==> config.mk <==
export PLATFORM = sky130hd
export DESIGN_NAME = bitser_accum_adder
export DESIGN_NICKNAME = d
export VERILOG_FILES = /design/src/rtl/bsa_pkg.sv /design/src/rtl/bsa_ctrl.sv /design/src/rtl/bsa_bit_alu.sv /design/src/rtl/bsa_oper_sreg.sv /design/src/rtl/bsa_accum_sreg.sv /design/src/rtl/bitser_accum_adder.sv
export SDC_FILE = /design/constraint.sdc
export NUM_CORES = 1
export LEC_CHECK = 0
export BUFFER_PORTS_ARGS = -buffer_cell sky130_fd_sc_hd__buf_2
export CAP_MARGIN = 40
export CORE_AREA = 2 2 65 67
export CTS_BUF_LIST = sky130_fd_sc_hd__clkbuf_16
export DETAILED_ROUTE_END_ITERATION = 12
export DIE_AREA = 0 0 67 69
export PLACE_DENSITY = 0.49
export SLEW_MARGIN = 20
export SYNTH_ARGS = -nofsm -noshare
export SYNTH_HDL_FRONTEND = slang
export SYNTH_HIERARCHICAL = 1
export SYNTH_SLANG_ARGS = --single-unit
export TNS_END_PERCENT = 50
==> constraint.sdc <==
create_clock -name clk -period 3.9 [get_ports clk]
set_input_delay 0.195 -clock clk [delete_from_list [all_inputs] [get_ports clk]]
set_output_delay 0.195 -clock clk [all_outputs]
set_load 0.02 [all_outputs]
==> src/rtl/bsa_pkg.sv <==
package bsa_pkg;

  typedef enum logic [1:0] {
    ST_IDLE  = 2'd0,
    ST_SHIFT = 2'd1,
    ST_CARRY = 2'd2
  } bsa_state_e;

endpackage

==> src/rtl/bsa_ctrl.sv <==
module bsa_ctrl
  import bsa_pkg::*;
#(
  parameter int OP_W = 8
) (
  input  logic clk,
  input  logic rst_n,
  input  logic start_i,
  output logic shift_en_o,
  output logic carry_wr_o,
  output logic clear_o,
  output logic busy_o,
  output logic done_o
);

  localparam int CNT_W = (OP_W > 1) ? $clog2(OP_W) : 1;
  localparam logic [CNT_W-1:0] LAST_BIT = CNT_W'(OP_W - 1);

  bsa_state_e       state_q, state_d;
  logic [CNT_W-1:0] cnt_q, cnt_d;
  logic             done_q, done_d;

  always_comb begin
    state_d = state_q;
    cnt_d   = cnt_q;
    done_d  = 1'b0;
    case (state_q)
      ST_IDLE: begin
        if (start_i) begin
          state_d = ST_SHIFT;
          cnt_d   = '0;
        end
      end
      ST_SHIFT: begin
        cnt_d = cnt_q + 1'b1;
        if (cnt_q == LAST_BIT) begin
          state_d = ST_CARRY;
        end
      end
      ST_CARRY: begin
        state_d = ST_IDLE;
        done_d  = 1'b1;
      end
      default: state_d = ST_IDLE;
    endcase
  end

  always_ff @(posedge clk or negedge rst_n) begin
    if (!rst_n) begin
      state_q <= ST_IDLE;
      cnt_q   <= '0;
      done_q  <= 1'b0;
    end else begin
      state_q <= state_d;
      cnt_q   <= cnt_d;
      done_q  <= done_d;
    end
  end

  assign shift_en_o = (state_q == ST_SHIFT);
  assign carry_wr_o = (state_q == ST_CARRY);
  assign clear_o    = (state_q == ST_IDLE) && start_i;
  assign busy_o     = (state_q != ST_IDLE);
  assign done_o     = done_q;

endmodule

==> src/rtl/bsa_bit_alu.sv <==
module bsa_bit_alu (
  input  logic clk,
  input  logic rst_n,
  input  logic clear_i,
  input  logic step_i,
  input  logic a_i,
  input  logic b_i,
  output logic sum_o,
  output logic carry_o
);

  logic carry_q, carry_d;
  logic cout;

  assign sum_o = a_i ^ b_i ^ carry_q;
  assign cout  = (a_i & b_i) | (a_i & carry_q) | (b_i & carry_q);

  always_comb begin
    carry_d = carry_q;
    if (clear_i) begin
      carry_d = 1'b0;
    end else if (step_i) begin
      carry_d = cout;
    end
  end

  always_ff @(posedge clk or negedge rst_n) begin
    if (!rst_n) begin
      carry_q <= 1'b0;
    end else begin
      carry_q <= carry_d;
    end
  end

  assign carry_o = carry_q;

endmodule

==> src/rtl/bsa_oper_sreg.sv <==
module bsa_oper_sreg #(
  parameter int OP_W         = 8,
  parameter bit KEEP_OPERAND = 1'b1
) (
  input  logic            clk,
  input  logic            rst_n,
  input  logic            load_i,
  input  logic [OP_W-1:0] val_i,
  input  logic            shift_i,
  output logic            lsb_o
);

  logic [OP_W-1:0] op_q, op_d;
  logic            fill;

  generate
    if (KEEP_OPERAND) begin : g_rotate
      assign fill = op_q[0];
    end else begin : g_drain
      assign fill = 1'b0;
    end
  endgenerate

  always_comb begin
    op_d = op_q;
    if (load_i) begin
      op_d = val_i;
    end else if (shift_i) begin
      op_d = {fill, op_q[OP_W-1:1]};
    end
  end

  always_ff @(posedge clk or negedge rst_n) begin
    if (!rst_n) begin
      op_q <= '0;
    end else begin
      op_q <= op_d;
    end
  end

  assign lsb_o = op_q[0];

endmodule

==> src/rtl/bsa_accum_sreg.sv <==
module bsa_accum_sreg #(
  parameter int OP_W = 8
) (
  input  logic            clk,
  input  logic            rst_n,
  input  logic            load_i,
  input  logic [OP_W-1:0] val_i,
  input  logic            shift_i,
  input  logic            sum_i,
  input  logic            carry_wr_i,
  input  logic            carry_i,
  output logic            lsb_o,
  output logic [OP_W:0]   value_o
);

  logic [OP_W:0] acc_q, acc_d;

  always_comb begin
    acc_d = acc_q;
    if (load_i) begin
      acc_d = {1'b0, val_i};
    end else if (shift_i) begin
      acc_d[OP_W-1:0] = {sum_i, acc_q[OP_W-1:1]};
    end else if (carry_wr_i) begin
      acc_d[OP_W] = carry_i;
    end
  end

  always_ff @(posedge clk or negedge rst_n) begin
    if (!rst_n) begin
      acc_q <= '0;
    end else begin
      acc_q <= acc_d;
    end
  end

  assign lsb_o   = acc_q[0];
  assign value_o = acc_q;

endmodule

==> src/rtl/bitser_accum_adder.sv <==
module bitser_accum_adder #(
  parameter int OP_W = 8
) (
  input  logic            clk,
  input  logic            rst_n,
  input  logic            load,
  input  logic [OP_W-1:0] op_a,
  input  logic [OP_W-1:0] op_b,
  input  logic            start,
  output logic            busy,
  output logic            done,
  output logic [OP_W:0]   result
);

  logic shift_en, carry_wr, clear_c;
  logic load_en;
  logic a_bit, b_bit, sum_bit, carry_bit;

  assign load_en = load & ~busy;

  bsa_ctrl #(.OP_W(OP_W)) u_ctrl (
    .clk        (clk),
    .rst_n      (rst_n),
    .start_i    (start),
    .shift_en_o (shift_en),
    .carry_wr_o (carry_wr),
    .clear_o    (clear_c),
    .busy_o     (busy),
    .done_o     (done)
  );

  bsa_bit_alu u_alu (
    .clk     (clk),
    .rst_n   (rst_n),
    .clear_i (clear_c),
    .step_i  (shift_en),
    .a_i     (a_bit),
    .b_i     (b_bit),
    .sum_o   (sum_bit),
    .carry_o (carry_bit)
  );

  bsa_oper_sreg #(.OP_W(OP_W), .KEEP_OPERAND(1'b1)) u_opb (
    .clk     (clk),
    .rst_n   (rst_n),
    .load_i  (load_en),
    .val_i   (op_b),
    .shift_i (shift_en),
    .lsb_o   (b_bit)
  );

  bsa_accum_sreg #(.OP_W(OP_W)) u_acc (
    .clk        (clk),
    .rst_n      (rst_n),
    .load_i     (load_en),
    .val_i      (op_a),
    .shift_i    (shift_en),
    .sum_i      (sum_bit),
    .carry_wr_i (carry_wr),
    .carry_i    (carry_bit),
    .lsb_o      (a_bit),
    .value_o    (result)
  );

endmodule

### Word-level counts from Yosys, hierarchy flattened

Index checks and enable logic that the tools add are counted.

| storage, ports and cells | value |
|---|---|
| input bits | 20 |
| flip-flop bits (word level) | 24 |
| logic and storage cells | 47 |
| output and inout bits | 11 |

| operators by class | value |
|---|---|
| muxes and demuxes | 14 |
| bitwise gates (word level) | 9 |
| add/sub/neg operators | 1 |
| equal/unequal tests | 6 |
| reductions and logical operators | 10 |

Operators with widths:

| kind | number |
|---|---|
| 8-bit two-way mux | 3 |
| 2-bit nonzero test | 5 |
| 9-bit two-way mux | 1 |
| 3-bit one-hot mux with 2 select lines | 1 |
| 2-bit AND reduction | 3 |
| 1-bit two-way mux | 5 |
| 1-bit AND | 4 |
| 2-bit two-way mux | 2 |
| 2-bit by 1-bit != test with 1-bit output (second input constant) | 2 |
| 2-bit one-hot mux with 2 select lines | 1 |
| 3-bit by 1-bit adder with 3-bit output (second input constant) | 1 |
| 3-bit equality test (second input constant) | 1 |
| 3-bit two-way mux | 1 |
| 2-bit by 1-bit equality test with 1-bit output (second input constant) | 1 |
| 2-bit equality test (second input constant) | 1 |
| 2-bit logical NOT | 1 |
| 2-bit != test (second input constant) | 1 |
| 1-bit bitwise OR | 2 |
| 1-bit XOR | 2 |
| 1-bit logical AND | 1 |
| 1-bit NOT | 1 |

### Longest topological paths before layout

Gate-level depths: netlist of the first run.

| depth | value |
|---|---|
| word-level depth | 5 |
| mapped depth | 5 |
| depth with buffers taken out | 4 |

### Hierarchy

Netlist of the first run, hierarchy kept.

By module, submodules not included:

| module | area each (µm²) | instances | cells each | sequential area each (µm²) |
|---|---|---|---|---|
| bsa_accum_sreg | 426.7 | 1 | 39 | 225.2 |
| bsa_oper_sreg | 372.9 | 1 | 34 | 200.2 |
| bsa_ctrl | 270.3 | 1 | 21 | 150.1 |
| bsa_bit_alu | 58.8 | 1 | 4 | 25.0 |
| bitser_accum_adder | 13.8 | 1 | 1 | 0.0 |

### Worst setup path before layout of the first run

No wires, ideal clock.

| timing path | value |
|---|---|
| path kind | reg2reg |
| start point | register u_ctrl.state_q[1] |
| end point | register u_acc.acc_q[6], in the netlist u_acc/value_o[6] |
| setup slack | 2.454 ns |
| data required time | 3.772 ns |
| buffers on the path | 1 |
| arrival | 1.318 ns |
| cell stages (with the launch flop) | 5 |
| setup time | 0.128 ns |
| clock period less this slack | 1.446 ns |
| path through | dfrtp_1 or2_1 nor2b_4 buf_2 o21ai_0 |

| between the ends | value |
|---|---|
| cells in the longest elaborated chain, start to end | 4 |
| elaborated cells on any way between the ends | 6 |
| those cells by class | eq/ne: 1; mux: 1; bitwise: 2; reduce/logical: 2 |

RTL lines:

| item | RTL line | RTL |
|---|---|---|
| start, declared | bsa_ctrl.sv:19 | `bsa_state_e state_q, state_d;` |
| start signal, assigned | bsa_ctrl.sv:54 | `state_q <= state_d;` |
| 2-bit nonzero test * | bsa_ctrl.sv:63 | `assign busy_o = (state_q != ST_IDLE);` |
| via busy | bitser_accum_adder.sv:10 | `output logic busy,` |
| 1-bit NOT * | bitser_accum_adder.sv:19 | `assign load_en = load & ~busy;` |
| 1-bit AND * | bitser_accum_adder.sv:19 |  |
| via load_en | bitser_accum_adder.sv:16 | `logic load_en;` |
| 9-bit two-way mux / 2-bit nonzero test (equally long branches) | - |  |
| end signal, assigned | bsa_accum_sreg.sv:31 | `acc_q <= '0;` |
| end signal, assigned | bsa_accum_sreg.sv:33 | `acc_q <= acc_d;` |
| end, declared | bsa_accum_sreg.sv:16 | `logic [OP_W:0] acc_q, acc_d;` |

The timed path passes the listed nets; every way through them passes the cells marked *.
A chain may end at the register's enable or synchronous reset.

### Final worst setup path of the first run

| timing path | value |
|---|---|
| start point | register u_ctrl.state_q[1] |
| end point | register u_acc.acc_q[4], in the netlist u_acc/value_o[4] |

| between the ends | value |
|---|---|
| cells in the longest elaborated chain, start to end | 4 |
| elaborated cells on any way between the ends | 6 |
| those cells by class | eq/ne: 1; mux: 1; bitwise: 2; reduce/logical: 2 |

RTL lines:

| item | RTL line |
|---|---|
| 2-bit nonzero test * | bsa_ctrl.sv:63 |
| 1-bit NOT * | bitser_accum_adder.sv:19 |
| 1-bit AND * | bitser_accum_adder.sv:19 |
| via load_en | bitser_accum_adder.sv:16 |
| 9-bit two-way mux / 2-bit nonzero test (equally long branches) | - |

Marked as above.

==> summary.txt, run 1 <==
htree depth: 1
Net Sw Power: 0.412 mW
placed cell areas: 0.00132 mm²
RePlAce Congestion: 0.685
post-synthesis instance total: 99
total of max-cap violations: 0
crit path cell chain: or2_1, nor2b_4, o21ai_0
sequential area share after synthesis: 0.526
Clk Tree Root Cell: clkbuf_16
TritonCTS Buffers: 3
clock slew seen by the registers of the worst setup and hold paths: 0.06 ns
FF-to-FF End: u_acc/value_o[4]
Mean Syn Cell Area: 11.5 µm²
area grow syn2layout: 22.7%
CP max stage delay: 0.52 ns
switching part of the total: 0.363
WHS Endpoint: u_acc/value_o[6]
reg2reg start: u_ctrl/state_q[1]
Cells on Worst Hold Path: 3
final setup TNS: 0 ns
Final Cycle Share: 0.405
Overall Global Routing Usage: 0.0983
Seq cells post-synth: 24
Hold WC Path Type: primary input to register
Routed WL: 2.12 mm
dpl cells: 175
Fmax: 633 MHz
Detailed Routing Iterations Pass 1: 4
number of global-route vias before repair: 801
die area: 0.00462 mm²
Post-Layout Cell Count: 179
VDD IR max: 0.196 mV
Final Cell Area: 0.00140 mm²
syn nets: 122
post-CTS setup buffer count: 0
Overflow after GRT: 0
pre-CTS setup slack: 2.30 ns
Critical Path AT: 1.68 ns
worst reg-to-reg path cell count: 3
Fin. Hold Viols: 0
largest net degree at the start of global routing: 34
max_slew headroom: 0.589
flop-to-flop setup slack: 2.32 ns
CP required: 4.00 ns
IO Port Bufs: 30
fin nets: 154
CP max FO: 33
final core occ: 0.358
total number of vias: 781
layout cells sized above 1: 0.295
Worst setup EP type: register
Rows: 23
Clk pwr share: 0.188
clk_skew: 0.00152 ns
P_leak: 0.736 nW
RSZ-0062 raised after global routing: no
Reg power frac: 0.386
CTS Buffer Depth: 2
power density over the cells: 810 mW/mm²
WL per Instance: 11.8 µm
n_diodes: 0
Initial Utilization: 0.292
Slew Limit Fails: 0
CP max stage cell: nor2b_4
Hold Slack: 0.151 ns
vias per cell: 4.36
worst min-delay path startpoint: op_a[6]
# IOs: 31
initial antenna violation count: 0
setup violators final: 0
Pint: 0.724 mW
CTS tree: built
worst setup margin: 2.32 ns
clk sink count: 24
core area: 0.00391 mm²
DR DRC count: 0
Syn. warnings: 6
Die X: 67 µm
critical path class: register to register
worst skew pair latency: 0.25 ns
Cell variety after synth: 24
crit path launch type: register
first-pass GRT wire length: 3.54 mm
total power: 1.14 mW
1st-iter DRT viols: 48
status: finished, final reports clean
die height: 69 µm
Tightest Pin Transition: 0.616 ns
Comb pwr share: 0.426
Post-Syn Area: 0.00114 mm²
Final ANT Viol Nets: 0
fin crit period: 1.58 ns
[flip-flops by register name, summed over array words and instances, names as in the netlist]
register,cells
u_ctrl/done_o,1
u_opb/op_q,8
u_alu/carry_o,1
u_acc/value_o,9
u_ctrl/state_q,2
u_ctrl/cnt_q,3
[how the worst max path moves through the flow]
stage               slack [ns]               from               end  cells past startpoint
floorplan                 2.45  u_ctrl/state_q[1]  u_acc/value_o[6]                      4
global placement          2.36  u_ctrl/state_q[1]  u_acc/value_o[2]                      3
detailed placement        2.30  u_ctrl/state_q[1]  u_acc/value_o[4]                      3
CTS                       2.30  u_ctrl/state_q[1]  u_acc/value_o[4]                      3
global route              2.17  u_ctrl/state_q[1]  u_acc/value_o[4]                      3
finish                    2.32  u_ctrl/state_q[1]  u_acc/value_o[4]                      3
[cells in the final DEF, fill, tap and decap left out]
cell           instances
nor2_1                 3
clkbuf_16              3
inv_1                  1
dfrtp_1               24
nor2b_2                1
o21ai_1                8
buf_2                 30
or2_1                  1
and2b_1                1
dlygate4sd3_1          1
nand2b_4               1
ha_1                   2
nand2_1               16
mux2_4                 1
a21oi_1                1
a22o_1                 2
fa_1                   1
and2_1                 1
o21ai_0                8
nor2b_4                1
mux2i_1               18
or2b_1                 1
o21bai_1               1
buf_4                  1
nand2b_1               1
[critical path: cells and delay by family (launching register included)]
kind / cells / cell delay, ns
and+or+nand+nor: 2 / 0.82
AOI/OAI and AO/OA: 1 / 0.19
DFF: 1 / 0.41
[power groups by stage]
stage | registers (mW) | logic [mW] | clock network [mW]
after global placement | 0.442 | 0.478 | 0
final | 0.438 | 0.484 | 0.214
after floorplan | 0.475 | 0.357 | 0
after CTS | 0.440 | 0.493 | 0.225
after global routing | 0.455 | 0.535 | 0.235
after detailed placement | 0.445 | 0.492 | 0
[cell type report]
class / instances / area, µm²
timing repair buffer: 32 / 168
sequential: 24 / 601
clock buffer: 3 / 75.1
multi-input combinational: 69 / 492
tap: 50 / 62.6
fill: 410 / 2510
inverter: 1 / 3.75
[synth_stat cells]
| master | count | area, µm² |
|---|---|---|
| nand2_1 | 16 | 60.1 |
| or2_1 | 1 | 6.26 |
| mux2_4 | 1 | 15.0 |
| ha_1 | 2 | 25.0 |
| or2b_1 | 1 | 7.51 |
| buf_6 | 3 | 33.8 |
| nor2_1 | 3 | 11.3 |
| inv_1 | 1 | 3.75 |
| buf_2 | 1 | 5.00 |
| o21ai_0 | 8 | 40.0 |
| mux2i_1 | 18 | 180 |
| a21oi_1 | 1 | 5.00 |
| a22o_1 | 2 | 17.5 |
| nor2b_2 | 1 | 8.76 |
| buf_4 | 1 | 7.51 |
| nor2b_4 | 1 | 13.8 |
| o21bai_1 | 1 | 7.51 |
| nand2b_4 | 1 | 13.8 |
| fa_1 | 1 | 20.0 |
| dfrtp_1 | 24 | 601 |
| nand2b_1 | 1 | 6.26 |
| o21ai_1 | 8 | 40.0 |
| and2_1 | 1 | 6.26 |
| and2b_1 | 1 | 7.51 |
[metal layers]
layer,vias to the layer above,global-route usage,wire length (µm)
li1,400,-,-
met1,355,0.131,1070
met2,24,0.147,889
met3,2,0.0277,144
met4,0,0.0408,14
met5,-,0,0
[kinds of logic after synthesis]
logic type / Yosys count / synth area share
AND/OR/NAND/NOR: 27 / 0.124
flip-flops: 24 / 0.526
AO/OA/AOI/OAI: 20 / 0.0964
multiplexers: 19 / 0.171
buffers and inverters: 6 / 0.0438
adder cells (fa/ha/maj): 3 / 0.0394
[repair_timing]
item,CTS,global route
hold buffers,1,0
setup endpoints to repair,0,0
resized for setup,0,0
endpoints found under the hold margin,24,0
Power figures use the tool's default switching activity.
==> run 2, diff against run 1 <==
--- a/config.mk
+++ b/config.mk
@@ -11,7 +11,7 @@
 export CTS_BUF_LIST = sky130_fd_sc_hd__clkbuf_16
 export DETAILED_ROUTE_END_ITERATION = 12
 export DIE_AREA = 0 0 67 69
-export PLACE_DENSITY = 0.49
+export PLACE_DENSITY = 0.5
 export SLEW_MARGIN = 20
 export SYNTH_ARGS = -nofsm -noshare
 export SYNTH_HDL_FRONTEND = slang
==> constraint.sdc (replaced) <==
create_clock -name clk -period 1.41 [get_ports clk]
set_input_delay 0.0705 -clock clk [delete_from_list [all_inputs] [get_ports clk]]
set_output_delay 0.0705 -clock clk [all_outputs]
set_load 0.02 [all_outputs]
==> run 2 against run 1 <==
Cell area up 4.3%; clock power increased to 3.7 times the previous value; hold slack worse by 0.13 ns; count of clock-buffer cells in the layout unchanged; wire length is 1.9% lower; utilization up 1.5 points; critical endpoint is now u_acc/value_o[7]; fmax increased by 27%; combinational power grew to 2.9 times the previous value; total power rose to 3.0 times the previous value; sequential power grew to 2.8 times the previous value; sequential share of layout area is 1.8 points lower; largest power group unchanged; non-clock buffer count increased by 2.
==> summary.txt, run 2 (synthesis gave the netlist of run 1 again) <==
clk sink count: 24 (unchanged)
final setup TNS: 0 ns (unchanged)
Net Sw Power: 1.16 mW (was 0.412 mW)
status: finished, final reports clean (unchanged)
Critical Path AT: 1.42 ns (was 1.68 ns)
Routed WL: 2.08 mm (was 2.12 mm)
Detailed Routing Iterations Pass 1: 4 (unchanged)
critical path class: register to register (unchanged)
post-CTS setup buffer count: 0 (unchanged)
placed cell areas: 0.00135 mm² (was 0.00132 mm²)
TritonCTS Buffers: 3 (unchanged)
Final ANT Viol Nets: 0 (unchanged)
CP max stage delay: 0.55 ns (was 0.52 ns)
Hold WC Path Type: primary input to register (unchanged)
CP required: 1.58 ns (was 4.00 ns)
worst skew pair latency: 0.25 ns (about the same)
CP max stage cell: fa_1 (was nor2b_4)
power density over the cells: 2340 mW/mm² (was 810 mW/mm²)
CTS Buffer Depth: 2 (unchanged)
CP max FO: 3 (was 33)
Tightest Pin Transition: 0.527 ns (was 0.616 ns)
setup violators final: 0 (unchanged)
fin crit period: 1.24 ns (was 1.58 ns)
largest net degree at the start of global routing: 34 (unchanged)
Slew Limit Fails: 0 (unchanged)
Rows: 23 (unchanged)
1st-iter DRT viols: 20 (was 48)
worst reg-to-reg path cell count: 3 (unchanged)
clock slew seen by the registers of the worst setup and hold paths: 0.06 ns (about the same)
P_leak: 0.765 nW (was 0.736 nW)
Post-Layout Cell Count: 182 (was 179)
Hold Slack: 0.0232 ns (was 0.151 ns)
core area: 0.00391 mm² (unchanged)
Clk pwr share: 0.232 (was 0.188)
fin nets: 156 (was 154)
Die X: 67 µm (unchanged)
Fmax: 804 MHz (was 633 MHz)
total number of vias: 787 (was 781)
VDD IR max: 0.563 mV (was 0.196 mV)
RePlAce Congestion: 0.669 (was 0.685)
max_slew headroom: 0.648 (was 0.589)
die height: 69 µm (unchanged)
flop-to-flop setup slack: 0.17 ns (was 2.32 ns)
Reg power frac: 0.358 (was 0.386)
Pint: 2.25 mW (was 0.724 mW)
Cells on Worst Hold Path: 3 (unchanged)
first-pass GRT wire length: 3.43 mm (was 3.54 mm)
initial antenna violation count: 0 (unchanged)
Largest register FFs: 9 (unchanged)
layout cells sized above 1: 0.318 (was 0.295)
crit path cell chain: fa_1, mux2i_1, o21ai_0 (was or2_1, nor2b_4, o21ai_0)
clk_skew: 0.00193 ns (was 0.00152 ns)
Clk Tree Root Cell: clkbuf_16 (unchanged)
die area: 0.00462 mm² (unchanged)
number of global-route vias before repair: 762 (was 801)
reg2reg start: u_acc/value_o[0] (was u_ctrl/state_q[1])
Worst path depth: 3 (unchanged)
worst min-delay path startpoint: op_a[6] (unchanged)
most frequent cells in the layout: buf_2, dfrtp_1, mux2i_1 (unchanged)
RSZ-0062 raised after global routing: no (unchanged)
switching part of the total: 0.341 (was 0.363)
dpl cells: 177 (was 175)
DR DRC count: 0 (unchanged)
n_diodes: 0 (unchanged)
CTS tree: built (unchanged)
Fin. Hold Viols: 0 (unchanged)
Crit path buffers/inverters: 0 (unchanged)
Comb pwr share: 0.410 (was 0.426)
Overall Global Routing Usage: 0.0953 (was 0.0983)
IO Port Bufs: 30 (unchanged)
# IOs: 31 (unchanged)
vias per cell: 4.32 (was 4.36)
FF-to-FF End: u_acc/value_o[7] (was u_acc/value_o[4])
area grow syn2layout: 27.9% (was 22.7%)
hpwl dp: 1.51 mm
crit path launch type: register (unchanged)
WHS Endpoint: u_acc/value_o[6] (unchanged)
Overflow after GRT: 0 (unchanged)
Final Cycle Share: 0.882 (was 0.405)
htree depth: 1 (unchanged)
Initial Utilization: 0.292 (unchanged)
cts repair resizes: 0 (unchanged)
worst setup path start: u_acc/value_o[0] (was u_ctrl/state_q[1])
Final Cell Area: 0.00146 mm² (was 0.00140 mm²)
WL per Instance: 11.4 µm (was 11.8 µm)
delay-heaviest family, CP: adder cells (was simple AND/OR/NAND/NOR gates)
commonest non-fill, non-tap cell in the layout: buf_2 (unchanged)
total of max-cap violations: 0 (unchanged)
Worst setup EP type: register (unchanged)
## run 2: cell count changes in the layout (fill, tap and decap cells not counted), sizes merged
| cell | previous run | this run |
|---|---|---|
| bufinv | 0 | 1 |
| buf | 31 | 33 |
## run 2: power groups by stage
stage	clock, mW	sequential [mW]	combinational [mW]
floorplan	0	1.32	0.998
global placement	0	1.22	1.39
detailed placement	0	1.24	1.42
CTS	0.824	1.23	1.42
global route	0.848	1.28	1.53
finish	0.793	1.22	1.40
## run 2: per-stage QoR
step	utilization	worst slack, ns	power [mW]
2_1_floorplan	-	0.0420	2.31
3_3_place_gp	0.344	0.170	2.61
3_5_place_dp	0.344	0.168	2.66
4_1_cts	0.373	0.150	3.47
5_1_grt	0.373	0.0504	3.65
6_report	0.373	0.167	3.41
## run 2: worst max-delay path by stage
stage | slack [ns] | to
floorplan | 0.04 | u_acc/value_o[6]
global route | 0.05 | u_opb/op_q[5]
detailed placement | 0.17 | u_acc/value_o[7]
global placement | 0.17 | u_opb/op_q[5]
finish | 0.17 | u_acc/value_o[7]
CTS | 0.15 | u_opb/op_q[5]
## run 2: tightest hold or removal path: stages
cell	delay, ns
buf_2	0.07
nand2_1	0.04
o21ai_0	0.06
## run 2: layout make-up
| cell class | instances | area (µm²) |
|---|---|---|
| multi-input combinational | 69 | 494 |
| timing repair buffer | 34 | 195 |
| tap | 50 | 62.6 |
| inverter | 1 | 3.75 |
| fill | 406 | 2450 |
| clock inverter | 1 | 30.0 |
| clock buffer | 3 | 75.1 |
| sequential | 24 | 601 |
## run 2: repair_timing
item	4_1_cts	5_1_grt
hold buffers	1	0
endpoints found under the hold margin	24	0
endpoints found under the setup margin	0	0
## run 2: layer usage
metal / routed length (µm) / vias up / share of wire / global-route usage
li1: - / 402 / - / -
met1: 984 / 361 / 0.47 / 0.127
met2: 943 / 22 / 0.45 / 0.146
met3: 135 / 2 / 0.065 / 0.0261
met4: 18 / 0 / 0.0086 / 0.0340
met5: 0 / - / 0 / 0
==> run 3, diff against run 2 <==
--- a/config.mk
+++ b/config.mk
@@ -7,11 +7,11 @@
 export LEC_CHECK = 0
 export BUFFER_PORTS_ARGS = -buffer_cell sky130_fd_sc_hd__buf_2
 export CAP_MARGIN = 40
-export CORE_AREA = 2 2 65 67
+export CORE_AREA = 2 2 61 63
 export CTS_BUF_LIST = sky130_fd_sc_hd__clkbuf_16
 export DETAILED_ROUTE_END_ITERATION = 12
-export DIE_AREA = 0 0 67 69
-export PLACE_DENSITY = 0.5
+export DIE_AREA = 0 0 63 65
+export PLACE_DENSITY = 0.56
 export SLEW_MARGIN = 20
 export SYNTH_ARGS = -nofsm -noshare
 export SYNTH_HDL_FRONTEND = slang
==> run 3 against run 2 <==
Critical path depth grew 1; global-route usage is 1.0 points higher; wire length decreased by 5.5%; register-to-register slack got worse by 0.03 ns; non-clock buffer count unchanged; fmax is 2.1% lower; cell count fell by 1.1%; sequential power about the same; total power decreased by 4.4%; die area decreased by 11%; combinational power increased by 4%; critical path type unchanged; largest cell class unchanged; highest routed layer unchanged.
==> summary.txt, run 3 (synthesis gave the netlist of run 1 again) <==
status: finished, final reports clean (unchanged)
Largest register FFs: 9 (unchanged)
most frequent cells in the layout: buf_2, dfrtp_1, mux2i_1 (unchanged)
hpwl dp: 1.45 mm (was 1.51 mm)
first-pass GRT wire length: 3.35 mm (was 3.43 mm)
clk_skew: 0.00193 ns (about the same)
Critical Path AT: 1.40 ns (was 1.42 ns)
worst skew pair latency: 0.25 ns (about the same)
CP max stage cell: dfrtp_1 (was fa_1)
Rows: 22 (was 23)
placed cell areas: 0.00136 mm² (was 0.00135 mm²)
layout cells sized above 1: 0.311 (was 0.318)
Worst setup EP type: register (unchanged)
WL per Instance: 10.9 µm (was 11.4 µm)
Net Sw Power: 1.16 mW (about the same)
Routed WL: 1.97 mm (was 2.08 mm)
Slew Limit Fails: 0 (unchanged)
fin nets: 156 (unchanged)
total power: 3.26 mW (was 3.41 mW)
crit path cell chain: nor2b_2, buf_12, mux2i_1, o21ai_0 (was fa_1, mux2i_1, o21ai_0)
Comb pwr share: 0.445 (was 0.410)
TritonCTS Buffers: 3 (unchanged)
DR DRC count: 0 (unchanged)
total of max-cap violations: 0 (unchanged)
Hold WC Path Type: primary input to register (unchanged)
core area: 0.00350 mm² (was 0.00391 mm²)
Fmax: 787 MHz (was 804 MHz)
Overall Global Routing Usage: 0.105 (was 0.0953)
total number of vias: 771 (was 787)
worst reg-to-reg path cell count: 4 (was 3)
switching part of the total: 0.356 (was 0.341)
Clk pwr share: 0.186 (was 0.232)
clock slew seen by the registers of the worst setup and hold paths: 0.06 ns (about the same)
critical path class: register to register (unchanged)
RePlAce Congestion: 0.654 (was 0.669)
Final ANT Viol Nets: 0 (unchanged)
commonest non-fill, non-tap cell in the layout: buf_2 (unchanged)
RSZ-0062 raised after global routing: no (unchanged)
P_leak: 0.757 nW (was 0.765 nW)
Die X: 63 µm (was 67 µm)
Fin. Hold Viols: 0 (unchanged)
Pint: 2.10 mW (was 2.25 mW)
initial antenna violation count: 0 (unchanged)
Final Cell Area: 0.00145 mm² (was 0.00146 mm²)
Overflow after GRT: 0 (unchanged)
area of the multi-input gates: 494 µm² (unchanged)
htree depth: 1 (unchanged)
final setup TNS: 0 ns (unchanged)
post-CTS setup buffer count: 0 (unchanged)
cts repair resizes: 0 (unchanged)
Clk Tree Root Cell: clkbuf_16 (unchanged)
die area: 0.00410 mm² (was 0.00462 mm²)
Final Cycle Share: 0.901 (was 0.882)
Reg power frac: 0.370 (was 0.358)
Cells on Worst Hold Path: 3 (unchanged)
vias per cell: 4.28 (was 4.32)
Filler cells: 369 (was 406)
VDD IR max: 0.540 mV (was 0.563 mV)
area grow syn2layout: 26.5% (was 27.9%)
Initial Utilization: 0.327 (was 0.292)
CP required: 1.54 ns (was 1.58 ns)
clk sink count: 24 (unchanged)
CP max stage delay: 0.39 ns (was 0.55 ns)
number of global-route vias before repair: 748 (was 762)
# IOs: 31 (unchanged)
CTS Buffer Depth: 2 (unchanged)
largest net degree at the start of global routing: 34 (unchanged)
die height: 65 µm (was 69 µm)
fin crit period: 1.27 ns (was 1.24 ns)
1st-iter DRT viols: 29 (was 20)
IO Port Bufs: 30 (unchanged)
CTS tree: built (unchanged)
n_diodes: 0 (unchanged)
setup violators final: 0 (unchanged)
max_slew headroom: 0.638 (was 0.648)
Storage cell area: 601 µm² (unchanged)
Detailed Routing Iterations Pass 1: 4 (unchanged)
power density over the cells: 2260 mW/mm² (was 2340 mW/mm²)
Tightest Pin Transition: 0.543 ns (was 0.527 ns)
CP max FO: 17 (was 3)
crit path launch type: register (unchanged)
run 3: metrics by stage:
| stage | setup slack, ns | util | hold slack (ns) | cells |
|---|---|---|---|---|
| finish | 0.140 | 0.413 | 0.0216 | 180 |
| global route | 0.0315 | 0.413 | 0.0230 | 180 |
| CTS | 0.123 | 0.413 | 0.0203 | 180 |
| detailed placement | 0.125 | 0.388 | 0.0897 | 175 |
| global placement | 0.178 | 0.388 | 0.0817 | 175 |
| floorplan | 0.0420 | - | -0.225 | 99 |
run 3: path summary, 6_finish.rpt:
check	from	end	slack, ns
setup / recovery	u_ctrl/state_q[0]	u_acc/value_o[1]	0.14
hold / removal	op_a[6]	u_acc/value_o[6]	0.02
setup reg to reg	u_ctrl/state_q[0]	u_acc/value_o[1]	0.14
hold reg to reg	u_ctrl/cnt_q[1]	u_ctrl/cnt_q[1]	0.50
max in group asynchronous	rst_n	u_acc/value_o[8]	0.72
min in group asynchronous	rst_n	u_ctrl/done_o	0.33
run 3: power groups by stage:
stage	Combinational [mW]	Clock, mW	Sequential, mW
5_1_grt	1.60	0.655	1.26
2_1_floorplan	0.998	0	1.32
6_report	1.45	0.606	1.21
3_3_place_gp	1.44	0	1.22
4_1_cts	1.47	0.632	1.22
3_5_place_dp	1.47	0	1.23
run 3: area by class of cell:
class,count,area share
Clock buffer,3,0.0519
Clock inverter,1,0.00260
Inverter,1,0.00260
Multi-Input combinational cell,69,0.342
Sequential cell,24,0.416
Tap cell,48,0.0416
Timing Repair Buffer,34,0.144
run 3: worst max-delay path, delay by kind of cell, from the launching register on:
kind / cells / cell delay, ns
AOI/OAI and AO/OA: 1 / 0.10
buffers and inverters: 1 / 0.20
DFF: 1 / 0.39
muxes: 1 / 0.20
and+or+nand+nor: 1 / 0.25
run 3: layer usage:
layer / track usage / vias to the layer above / routed length, µm
met5: 0 / - / 0
met4: 0.0417 / 0 / 19
met3: 0.0365 / 2 / 145
met2: 0.166 / 27 / 851
met1: 0.132 / 337 / 950
li1: - / 405 / -
run 3: what timing repair did:
item / CTS / global route
endpoints found under the setup margin: 0 / 0
hold buffers: 1 / 0
endpoints found under the hold margin: 24 / 0
